### src/rtl/dslope_pkg.sv
// Shared definitions for the dual-slope sequencer.
// Assumes: phase code bit 1 drives the front end's MSB control line.
package dslope_pkg;

    typedef enum logic [2:0] {
        ST_IDLE,
        ST_AZ,
        ST_INT,
        ST_DEINT,
        ST_IZ
    } seq_state_t;

    localparam logic [1:0] PH_IZERO = 2'b00;
    localparam logic [1:0] PH_AZERO = 2'b01;
    localparam logic [1:0] PH_INTEG = 2'b10;
    localparam logic [1:0] PH_DEINT = 2'b11;

endpackage

### src/rtl/dslope_cmp_sync.sv
// Synchronizes the asynchronous comparator line and flags falling edges.
// Assumes: STAGES >= 2; reset value is low, so a line held high from reset
// produces no false falling edge.
module dslope_cmp_sync #(
    parameter int STAGES = 2
) (
    input  logic clk,
    input  logic rst_n,
    input  logic cmp_async_i,
    output logic level_o,
    output logic fall_o
);

    logic [STAGES-1:0] chain_q;
    logic              prev_q;

    // Shift the raw line through the synchronizer chain.
    always_ff @(posedge clk) begin
        if (!rst_n) chain_q <= '0;
        else        chain_q <= {chain_q[STAGES-2:0], cmp_async_i};
    end

    // Remember the last synchronized level for edge detection.
    always_ff @(posedge clk) begin
        if (!rst_n) prev_q <= 1'b0;
        else        prev_q <= chain_q[STAGES-1];
    end

    assign level_o = chain_q[STAGES-1];
    assign fall_o  = prev_q & ~chain_q[STAGES-1];

endmodule

### src/rtl/dslope_phase_timer.sv
// Counts cycles spent in the current phase and flags its last cycle.
// Assumes: clear_i is high in the cycle before a phase starts, and len_i is
// stable during the phase; a length of 0 acts as 1.
module dslope_phase_timer #(
    parameter int W = 24
) (
    input  logic         clk,
    input  logic         rst_n,
    input  logic         clear_i,
    input  logic [W-1:0] len_i,
    output logic         last_o
);

    logic [W-1:0] cnt_q;
    logic [W:0]   cnt_plus1;

    assign cnt_plus1 = {1'b0, cnt_q} + {{W{1'b0}}, 1'b1};
    assign last_o    = cnt_plus1 >= {1'b0, len_i};

    // Advance the cycle count; restart on clear, hold once the end is reached.
    always_ff @(posedge clk) begin
        if (!rst_n || clear_i) cnt_q <= '0;
        else if (!last_o)      cnt_q <= cnt_plus1[W-1:0];
    end

endmodule

### src/rtl/dslope_deint_counter.sv
// Measures de-integrate time: counts from 0 at the first de-integrate cycle,
// stops on a comparator falling edge or at the programmed limit.
// Assumes: lim_i is stable while run_i is high.
module dslope_deint_counter #(
    parameter int W = 17
) (
    input  logic         clk,
    input  logic         rst_n,
    input  logic         run_i,
    input  logic         fall_i,
    input  logic [W-1:0] lim_i,
    output logic         stop_o,
    output logic         ovr_o,
    output logic [W-1:0] mag_o
);

    logic [W-1:0] cnt_q;
    logic         at_lim;

    assign at_lim = (cnt_q == lim_i);
    assign stop_o = run_i & (fall_i | at_lim);
    assign ovr_o  = ~fall_i & at_lim;
    assign mag_o  = fall_i ? cnt_q : {W{1'b1}};

    // Count de-integrate cycles; cleared whenever the phase is not active.
    always_ff @(posedge clk) begin
        if (!rst_n || !run_i) cnt_q <= '0;
        else if (!stop_o)     cnt_q <= cnt_q + 1'b1;
    end

    // The count never passes the limit while the phase runs.
    p_cnt_within_lim_r6: assert property (@(posedge clk) disable iff (!rst_n)
        run_i |-> (cnt_q <= lim_i));

endmodule

### src/rtl/dslope_seq.sv
// Dual-slope conversion sequencer: steps an external integrating front end
// through auto-zero, integrate, de-integrate and integrator zero, times the
// de-integration against the comparator and presents a signed result.
// Assumes: configuration inputs are stable while busy_o is high; cmp_i is
// asynchronous and seen SYNC_STAGES cycles late.
module dslope_seq
    import dslope_pkg::*;
#(
    parameter int MAG_W       = 17,
    parameter int TIME_W      = 24,
    parameter int SYNC_STAGES = 2
) (
    input  logic              clk,
    input  logic              rst_n,
    input  logic              start_i,
    input  logic [TIME_W-1:0] az_len_i,
    input  logic [TIME_W-1:0] int_len_i,
    input  logic [TIME_W-1:0] iz_max_i,
    input  logic [MAG_W-1:0]  deint_lim_i,
    input  logic              cmp_i,
    output logic              phase_a_o,
    output logic              phase_b_o,
    output logic              busy_o,
    output logic              valid_o,
    output logic [MAG_W-1:0]  result_mag_o,
    output logic              result_neg_o,
    output logic              overrange_o
);

    seq_state_t        state_q, state_d;
    logic              cmp_lvl, cmp_fall;
    logic              tmr_last, tmr_clear;
    logic [TIME_W-1:0] tmr_len;
    logic              dc_stop, dc_ovr;
    logic [MAG_W-1:0]  dc_mag;
    logic [MAG_W-1:0]  mag_hold_q;
    logic              neg_hold_q, ovr_hold_q;
    logic              advance;
    logic [1:0]        code;

    dslope_cmp_sync #(.STAGES(SYNC_STAGES)) u_sync (
        .clk(clk), .rst_n(rst_n), .cmp_async_i(cmp_i),
        .level_o(cmp_lvl), .fall_o(cmp_fall)
    );

    dslope_phase_timer #(.W(TIME_W)) u_timer (
        .clk(clk), .rst_n(rst_n), .clear_i(tmr_clear),
        .len_i(tmr_len), .last_o(tmr_last)
    );

    dslope_deint_counter #(.W(MAG_W)) u_deint (
        .clk(clk), .rst_n(rst_n), .run_i(state_q == ST_DEINT),
        .fall_i(cmp_fall), .lim_i(deint_lim_i),
        .stop_o(dc_stop), .ovr_o(dc_ovr), .mag_o(dc_mag)
    );

    // Pick the length the phase timer compares against.
    always_comb begin
        unique case (state_q)
            ST_AZ:   tmr_len = az_len_i;
            ST_INT:  tmr_len = int_len_i;
            default: tmr_len = iz_max_i;
        endcase
    end

    // Next-state logic in the fixed four-phase order.
    always_comb begin
        state_d = state_q;
        advance = 1'b0;
        unique case (state_q)
            ST_IDLE:  if (start_i) begin state_d = ST_AZ; advance = 1'b1; end
            ST_AZ:    if (tmr_last) begin state_d = ST_INT; advance = 1'b1; end
            ST_INT:   if (tmr_last) begin state_d = ST_DEINT; advance = 1'b1; end
            ST_DEINT: if (dc_stop) begin state_d = ST_IZ; advance = 1'b1; end
            ST_IZ:    if (!cmp_lvl || tmr_last) begin state_d = ST_IDLE; advance = 1'b1; end
            default:  begin state_d = ST_IDLE; advance = 1'b1; end
        endcase
    end

    assign tmr_clear = advance | (state_q == ST_IDLE);

    // State register.
    always_ff @(posedge clk) begin
        if (!rst_n) state_q <= ST_IDLE;
        else        state_q <= state_d;
    end

    // Capture sign at the end of integrate and magnitude at the end of de-integrate.
    always_ff @(posedge clk) begin
        if (!rst_n) begin
            neg_hold_q <= 1'b0;
            mag_hold_q <= '0;
            ovr_hold_q <= 1'b0;
        end else begin
            if (state_q == ST_INT && tmr_last) neg_hold_q <= ~cmp_lvl;
            if (state_q == ST_DEINT && dc_stop) begin
                mag_hold_q <= dc_mag;
                ovr_hold_q <= dc_ovr;
            end
        end
    end

    // Publish the result and pulse valid when integrator zero finishes.
    always_ff @(posedge clk) begin
        if (!rst_n) begin
            valid_o      <= 1'b0;
            result_mag_o <= '0;
            result_neg_o <= 1'b0;
            overrange_o  <= 1'b0;
        end else begin
            valid_o <= 1'b0;
            if (state_q == ST_IZ && advance) begin
                valid_o      <= 1'b1;
                result_mag_o <= mag_hold_q;
                result_neg_o <= neg_hold_q;
                overrange_o  <= ovr_hold_q;
            end
        end
    end

    // Decode the phase code driven to the front end.
    always_comb begin
        unique case (state_q)
            ST_AZ:    code = PH_AZERO;
            ST_INT:   code = PH_INTEG;
            ST_DEINT: code = PH_DEINT;
            default:  code = PH_IZERO;
        endcase
    end

    assign phase_a_o = code[1];
    assign phase_b_o = code[0];
    assign busy_o    = (state_q != ST_IDLE);

    // Idle always drives the integrator-zero code.
    p_idle_code_r1: assert property (@(posedge clk) disable iff (!rst_n)
        !busy_o |-> ({phase_a_o, phase_b_o} == PH_IZERO));

    // A start while idle opens auto-zero in the next cycle.
    p_start_opens_az_r2: assert property (@(posedge clk) disable iff (!rst_n)
        (!busy_o && start_i) |=> (busy_o && {phase_a_o, phase_b_o} == PH_AZERO));

    // Phase order: auto-zero may only continue or go to integrate.
    p_order_az_r2: assert property (@(posedge clk) disable iff (!rst_n)
        (busy_o && {phase_a_o, phase_b_o} == PH_AZERO) |=>
        ({phase_a_o, phase_b_o} == PH_AZERO || {phase_a_o, phase_b_o} == PH_INTEG));

    // Integrate is followed directly by de-integrate.
    p_order_int_r4: assert property (@(posedge clk) disable iff (!rst_n)
        ({phase_a_o, phase_b_o} == PH_INTEG) |=>
        ({phase_a_o, phase_b_o} == PH_INTEG || {phase_a_o, phase_b_o} == PH_DEINT));

    // De-integrate is followed by integrator zero, which keeps busy high.
    p_order_deint_r5: assert property (@(posedge clk) disable iff (!rst_n)
        ({phase_a_o, phase_b_o} == PH_DEINT) |=>
        (busy_o && ({phase_a_o, phase_b_o} == PH_DEINT || {phase_a_o, phase_b_o} == PH_IZERO)));

    // Overrange results are saturated.
    p_ovr_saturates_r6: assert property (@(posedge clk) disable iff (!rst_n)
        (valid_o && overrange_o) |-> (&result_mag_o));

    // A low synchronized comparator ends integrator zero.
    p_iz_exit_r7: assert property (@(posedge clk) disable iff (!rst_n)
        (state_q == ST_IZ && !cmp_lvl) |=> (!busy_o && valid_o));

    // Valid is a single-cycle pulse and results hold afterwards.
    p_valid_pulse_r8: assert property (@(posedge clk) disable iff (!rst_n)
        valid_o |=> (!valid_o && $stable(result_mag_o) && $stable(result_neg_o)));

endmodule

### config.mk
export PLATFORM = sky130hd
export DESIGN_NAME = dslope_seq
export DESIGN_NICKNAME = d
export VERILOG_FILES = /design/src/rtl/dslope_pkg.sv /design/src/rtl/dslope_cmp_sync.sv /design/src/rtl/dslope_phase_timer.sv /design/src/rtl/dslope_deint_counter.sv /design/src/rtl/dslope_seq.sv
export SDC_FILE = /design/constraint.sdc
export NUM_CORES = 1
export LEC_CHECK = 0
export ABC_AREA = 1
export BUFFER_PORTS_ARGS = -buffer_cell sky130_fd_sc_hd__buf_2
export CELL_PAD_IN_SITES_DETAIL_PLACEMENT = 2
export CELL_PAD_IN_SITES_GLOBAL_PLACEMENT = 2
export CORE_UTILIZATION = 27
export CTS_BUF_LIST = sky130_fd_sc_hd__clkbuf_4
export CTS_CLUSTER_DIAMETER = 80
export DETAILED_ROUTE_END_ITERATION = 8
export GPL_TIMING_DRIVEN = 0
export PLACE_DENSITY_LB_ADDON = 0.3
export SLEW_MARGIN = 25
export SYNTH_ARGS = -nofsm -noshare
export SYNTH_HDL_FRONTEND = slang
export SYNTH_HIERARCHICAL = 1
export SYNTH_SLANG_ARGS = --single-unit
export TNS_END_PERCENT = 20
### constraint.sdc
create_clock -name clk -period 3.81 [get_ports clk]
set_clock_uncertainty 0.05 [all_clocks]
set_input_delay 0.381 -clock clk [delete_from_list [all_inputs] [get_ports clk]]
set_output_delay 0.381 -clock clk [all_outputs]
set_load 0.05 [all_outputs]
## Word-level counts from Yosys, hierarchy flattened

Cells that the tools add are included.

| storage, ports and cells | value |
|---|---|
| word-level logic and storage cells | 60 |
| bits in registers | 86 |
| memories kept | 0 |
| output and inout bits | 23 |
| latch bits | 0 |
| bits in writable memories | 0 |
| ROM bits | 0 |

| operators by class | value |
|---|---|
| multipliers | 0 |
| reductions and logical operators | 13 |
| bitwise logic cells | 7 |
| add/sub/neg operators | 2 |
| equal/unequal tests | 10 |
| div/mod/pow operators | 0 |
| multiplexer cells | 15 |
| shift-type cells | 0 |
| magnitude comparators | 1 |

Operators by type and width:

| operator | count |
|---|---|
| case mux 24 bit (2 select lines) | 1 |
| adder 24 x 1 -> 25 bit (second input constant) | 1 |
| greater-or-equal comparator 25 x 24 -> 1 bit | 1 |
| adder 17 x 1 -> 17 bit (second input constant) | 1 |
| == test 17 bit | 1 |
| two-way mux 17 bit | 1 |
| two-way mux 3 bit | 5 |
| case mux 3 bit (5 select lines) | 1 |
| != test 2 bit (second input constant) | 5 |
| == test 3 x 2 -> 1 bit (second input constant) | 2 |
| case mux 2 bit (3 select lines) | 1 |
| two-way mux 1 bit | 5 |
| AND reduction 5 bit | 1 |
| case mux 1 bit (4 select lines) | 1 |
| bitwise AND 1 bit | 3 |
| == test 3 x 1 -> 1 bit (second input constant) | 1 |
| == test 3 bit (second input constant) | 1 |
| logical AND 1 bit | 3 |
| zero test 1 bit | 3 |
| zero test 3 bit | 1 |
| logical OR 1 bit | 3 |
| nonzero test 3 bit | 1 |
| inverter 1 bit | 2 |
| bitwise OR 1 bit | 2 |
| OR reduction 2 bit | 1 |

## Depth between registers and ports, before layout

| logic depth | value |
|---|---|
| depth in word-level cells | 8 |
| mapped depth | 29 |
| mapped depth without buffers | 27 |

## Modules after synthesis

The synthesis kept the hierarchy.

By module, submodules not included:

| module | sequential area each (um^2) | instances | cells each | area an instance (um^2) |
|---|---|---|---|---|
| dslope_phase_timer | 480.5 | 1 | 406 | 2352.3 |
| dslope_seq | 840.8 | 1 | 312 | 2158.3 |
| dslope_deint_counter | 340.3 | 1 | 225 | 1360.1 |
| dslope_cmp_sync | 60.1 | 1 | 11 | 90.1 |

## Worst setup path before layout

OpenSTA, ideal clock, no wires.

| timing | value |
|---|---|
| path kind | register -> register |
| from | reg u_timer.cnt_q[0] |
| to | reg u_timer.cnt_q[0] |
| required time | 3.696 ns |
| path buffers | 2 |
| cell stages (with the launch flop) | 27 |
| path slack | 0.094 ns |
| period minus slack after synthesis | 3.716 ns |
| library setup time | 0.064 ns |
| arrival | 3.602 ns |
| cell sequence | dfxtp_1 -> ha_1 -> nand2_2 -> nor3_1 -> nand2_1 -> xor2_1 -> inv_1 -> ha_1 -> nand2_1 -> inv_1 -> nand2_1 -> nor2_1 -> nand2_1 -> nand3_1 -> nor2_2 -> nand3_4 -> buf_6 -> inv_1 -> nand2_1 -> inv_1 -> nand2_1 -> nand2_1 -> nand4_1 -> nor2_1 -> clkbuf_1 -> nand2_1 -> nor2_1 |

| between the ends | value |
|---|---|
| word-level cells in the longest chain between the ends | 7 |

Ends and longest elaborated chain:

| element | line | source |
|---|---|---|
| start, declared | dslope_phase_timer.sv:14 | `logic [W-1:0] cnt_q;` |
| start signal, assigned | dslope_phase_timer.sv:23 | `else if (!last_o) cnt_q <= cnt_plus1[W-1:0];` |
| adder 24 x 1 -> 25 bit (*) | dslope_phase_timer.sv:17 | `assign cnt_plus1 = {1'b0, cnt_q} + {{W{1'b0}}, 1'b1};` |
| via u_timer.cnt_plus1[22] | dslope_phase_timer.sv:15 | `logic [W:0] cnt_plus1;` |
| greater-or-equal comparator 25 x 24 -> 1 bit (*) | dslope_phase_timer.sv:18 | `assign last_o = cnt_plus1 >= {1'b0, len_i};` |
| via tmr_last | dslope_seq.sv:32 | `logic tmr_last, tmr_clear;` |
| logical OR 1 bit | dslope_seq.sv:75 | `ST_IZ: if (!cmp_lvl \|\| tmr_last) begin state_d = ST_IDLE; advance = 1'b1; end` |
| two-way mux 1 bit | dslope_seq.sv:75 |  |
| case mux 1 bit (4 select lines) (*) | dslope_seq.sv:70 | `unique case (state_q)` |
| bitwise OR 1 bit (*) | dslope_seq.sv:80 | `assign tmr_clear = advance \| (state_q == ST_IDLE);` |
| via tmr_clear | dslope_seq.sv:32 |  |
| logical OR 1 bit (*) | dslope_phase_timer.sv:22 | `if (!rst_n \|\| clear_i) cnt_q <= '0;` |

Mark *: on every way through the listed nets, which the timed path passes. The rest lies on a longest branch.
A chain may end at the register's enable or synchronous reset.

## Worst setup path after layout

| timing | value |
|---|---|
| from | reg u_timer.cnt_q[0] |
| to | reg u_timer.cnt_q[22] |

Same word-level chain as after synthesis.

==> impl_metrics.py <==
metrics = {
    "run_status": {
        "status": "finished, final reports clean",
    },
    "timing": {
        "tightestPinTransition_ps": 721,
        "finalMaxSlewViolations": 0,
        "period_share_pct": 94.9,
        "final_hold_viol_count": 0,
        "relSlewSlack_pct": 51.6,
        "period_needed_ps": 3620,
        "fmax_mhz": 277,
        "report.final.setup_viol": 0,
    },
    "drt": {
        "post_drt_wl_per_cell_um": 17.3,
        "final_antenna_net_count": 0,
        "dr.pass1.iters": 4,
        "drc": 0,
        "vias_per_cell": 4.74,
        "detail_route.iter0.violations": 197,
        "vias": 6600,
        "wirelength_mm": 24.0,
    },
    "worst_setup_path": {
        "worstPathRequired_ps": 4130,
        "crit_arrival_ps": 3940,
        "cp_max_fo": 10,
        "start_kind": "register",
        "critPathKind": "reg -> reg",
        "crit_path_end_kind": "register",
    },
    "clock_network": {
        "clk_latency_ps": 480,
        "cts-root-buf": "clkbuf_4",
        "path_clk_slew_ps": 180,
        "cts_tree": "done",
        "clkSinkCount": 86,
        "cts_buffers": 9,
        "h-tree-depth": 3,
        "clock_path_buffers": 2,
    },
    "global_route": {
        "grt_overflow": 0,
        "grt_max_degree": 19,
        "track_usage_pct": 20.3,
        "grt_pass1_vias": 6835,
        "grt_first_pass_wirelength_mm": 35.5,
        "antenna_found_initial": 0,
    },
    "die": {
        "start_util_pct": 27.9,
        "rows": 53,
        "io_pins": 116,
        "fp.dieH_um": 151,
        "dieWidth_um": 151,
        "core_region_area_mm2": 0.0214,
        "dieArea_mm2": 0.0227,
    },
    "cells_and_area": {
        "fin_nets": 1230,
        "stdcell_count": 1391,
        "layout-drive-gt1-share_pct": 26.7,
        "design_area_mm2": 0.00767,
        "diodes": 0,
        "area_growth_pct": 28.7,
        "final_common_cell": "nand2_1",
        "final_cell_mix": "252 x nand2_1, 150 x inv_1, 119 x buf_2, 86 x nor2_1, 83 x nand3_1",
        "num-fill-cells": 2643,
    },
    "placed_design": {
        "dp_cells": 1344,
        "placed_cell_area_mm2": 0.00688,
        "dpl.hpwl_mm": 17.7,
        "portBuffers": 115,
        "place_congestion": 0.805,
    },
    "logic_synthesis": {
        "yosysUniqueCellTypes": 36,
        "postSynthCellCount": 954,
        "ys_warn_count": 6,
        "syn-num-nets": 1073,
        "synth_area_per_cell_um2": 6.25,
        "ys_ff_latch": 86,
        "ys_seq_area_share_pct": 28.9,
        "synth_area_mm2": 0.00596,
    },
    "power_and_ir_drop": {
        "p_leak_nw": 3.52,
        "cellPowerDensity_mw_per_mm2": 230,
        "vdd_ir_drop_max_v": 0.000133,
        "fin_total_pwr_mw": 1.76,
    },
    "worst_hold_path": {
        "hp-class": "in -> reg",
    },
    "job": {
        "drv_cap": 0,
    },
}
-- per-stage QoR --
step / hold WS, ps / util, % / TNS [ps] / worst slack (ps)
after floorplan: 336 / - / 0 / 93.9
after global placement: 371 / 32.2 / -41130 / -1380
after detailed placement: 380 / 32.2 / -46030 / -1500
after CTS: 83.7 / 34.2 / 0 / 1.24
after global routing: 112 / 35.9 / -1610 / -144
final: 127 / 35.9 / 0 / 194
-- logic make-up (layout without fill, tap and decap cells) --
kind of cell    after synthesis  after routing  share of synthesized area, %
simple gates                502            502                          36.1
buf+inv                     199            361                          14.7
flops                        86             86                          28.9
fa+ha+maj                    26             26                          5.46
xor+xnor                     37             37                          5.44
compound gates              104            104                          9.42
-- cell type report --
type	count	area [um2]	area share (%)
Multi-Input combinational cell	669	3650	47.6
Sequential cell	86	1770	23.1
Timing Repair Buffer	147	846	11.0
Inverter	165	627	8.17
Tap cell	275	344	4.49
Buffer	33	283	3.69
Clock inverter	7	73.8	0.963
Clock buffer	9	67.6	0.881
-- Yosys cell counts --
cell | number | share of area [%]
a211oi_1 | 1 | 0.13
a21boi_0 | 1 | 0.13
a21o_1 | 1 | 0.13
a21oi_1 | 53 | 4.4
a21oi_2 | 7 | 1.0
buf_1 | 2 | 0.13
buf_2 | 10 | 0.84
buf_4 | 2 | 0.25
buf_6 | 13 | 2.5
buf_8 | 1 | 0.25
clkbuf_1 | 6 | 0.38
dfxtp_1 | 86 | 29
ha_1 | 26 | 5.5
inv_1 | 156 | 9.8
inv_2 | 9 | 0.57
nand2_1 | 262 | 16
nand2_2 | 5 | 0.52
nand2_4 | 2 | 0.38
nand3_1 | 90 | 7.6
nand3_2 | 3 | 0.50
nand3_4 | 1 | 0.29
nand3b_1 | 1 | 0.13
nand4_1 | 11 | 1.2
nand4_2 | 1 | 0.21
nor2_1 | 98 | 6.2
nor2_2 | 7 | 0.73
nor2_4 | 1 | 0.19
nor3_1 | 16 | 1.3
nor4_1 | 1 | 0.11
o21ai_0 | 30 | 2.5
o21ai_1 | 9 | 0.76
o21ai_2 | 2 | 0.29
or2_1 | 1 | 0.11
or2_2 | 2 | 0.21
xnor2_1 | 6 | 0.88
xor2_1 | 31 | 4.6
-- what timing repair did --
| item | CTS | global route |
|---|---|---|
| pin swaps | 9 | 23 |
| endpoints found under the setup margin | 48 | 43 |
| hold buffers | 1 | 0 |
| gates cloned | 2 | 0 |
| gates resized for setup | 45 | 80 |
| endpoints found under the hold margin | 1 | 0 |
| setup buffers | 12 | 17 |
-- critical path, cell delays in order (launching register included) --
cell and delay, ps:
dfxtp_4 400, ha_4 150, nand2_4 70, nor2_4 120, nand2_4 90, nor2_4 110
inv_1 80, nor2_2 110, xor2_1 230, inv_2 100, ha_4 270, nand2_1 50
inv_1 70, nand3_1 80, nor3_2 220, nand3_2 170, nand3_4 170, buf_4 240
nand2_2 100, nand4_1 170, nor2_4 80, buf_12 140, buf_8 120, nand2_1 60
nor2_1 40
-- routing by layer --
layer / GRT usage (%) / share of wire [%]
met1: 26.7 / 46
met5: 0 / 0
met2: 35.1 / 47
met4: 3.75 / 1.5
met3: 3.03 / 5.2
-- state kept, by name, summed over array words and instances (netlist names) --
name            cells
mag_hold_q         17
u_sync/prev_q       1
neg_hold_q          1
state_q             3
result_neg_o        1
result_mag_o       17
valid_o             1
overrange_o         1
ovr_hold_q          1
u_sync/chain_q      2
u_timer/cnt_q      24
u_deint/cnt_q      17
-- worst paths after layout --
check | cells after the start | startpoint | end | slack (ps)
min reg2reg | 2 | u_sync/chain_q[0] | u_sync/chain_q[1] | 400
max | 24 | u_timer/cnt_q[0] | u_timer/cnt_q[22] | 190
max reg2reg | 24 | u_timer/cnt_q[0] | u_timer/cnt_q[22] | 190
min | 3 | rst_n | u_sync/chain_q[0] | 130
-- report_power, final --
part           total, mW  internal, mW  switching, mW  leakage (nW)
Sequential         0.902         0.897        0.00460         0.707
Clock              0.568         0.156          0.412        0.0777
Combinational      0.291         0.122          0.168          2.74
Total               1.76          1.18          0.585          3.52
Note: power is estimated with default switching activity, not from simulation.
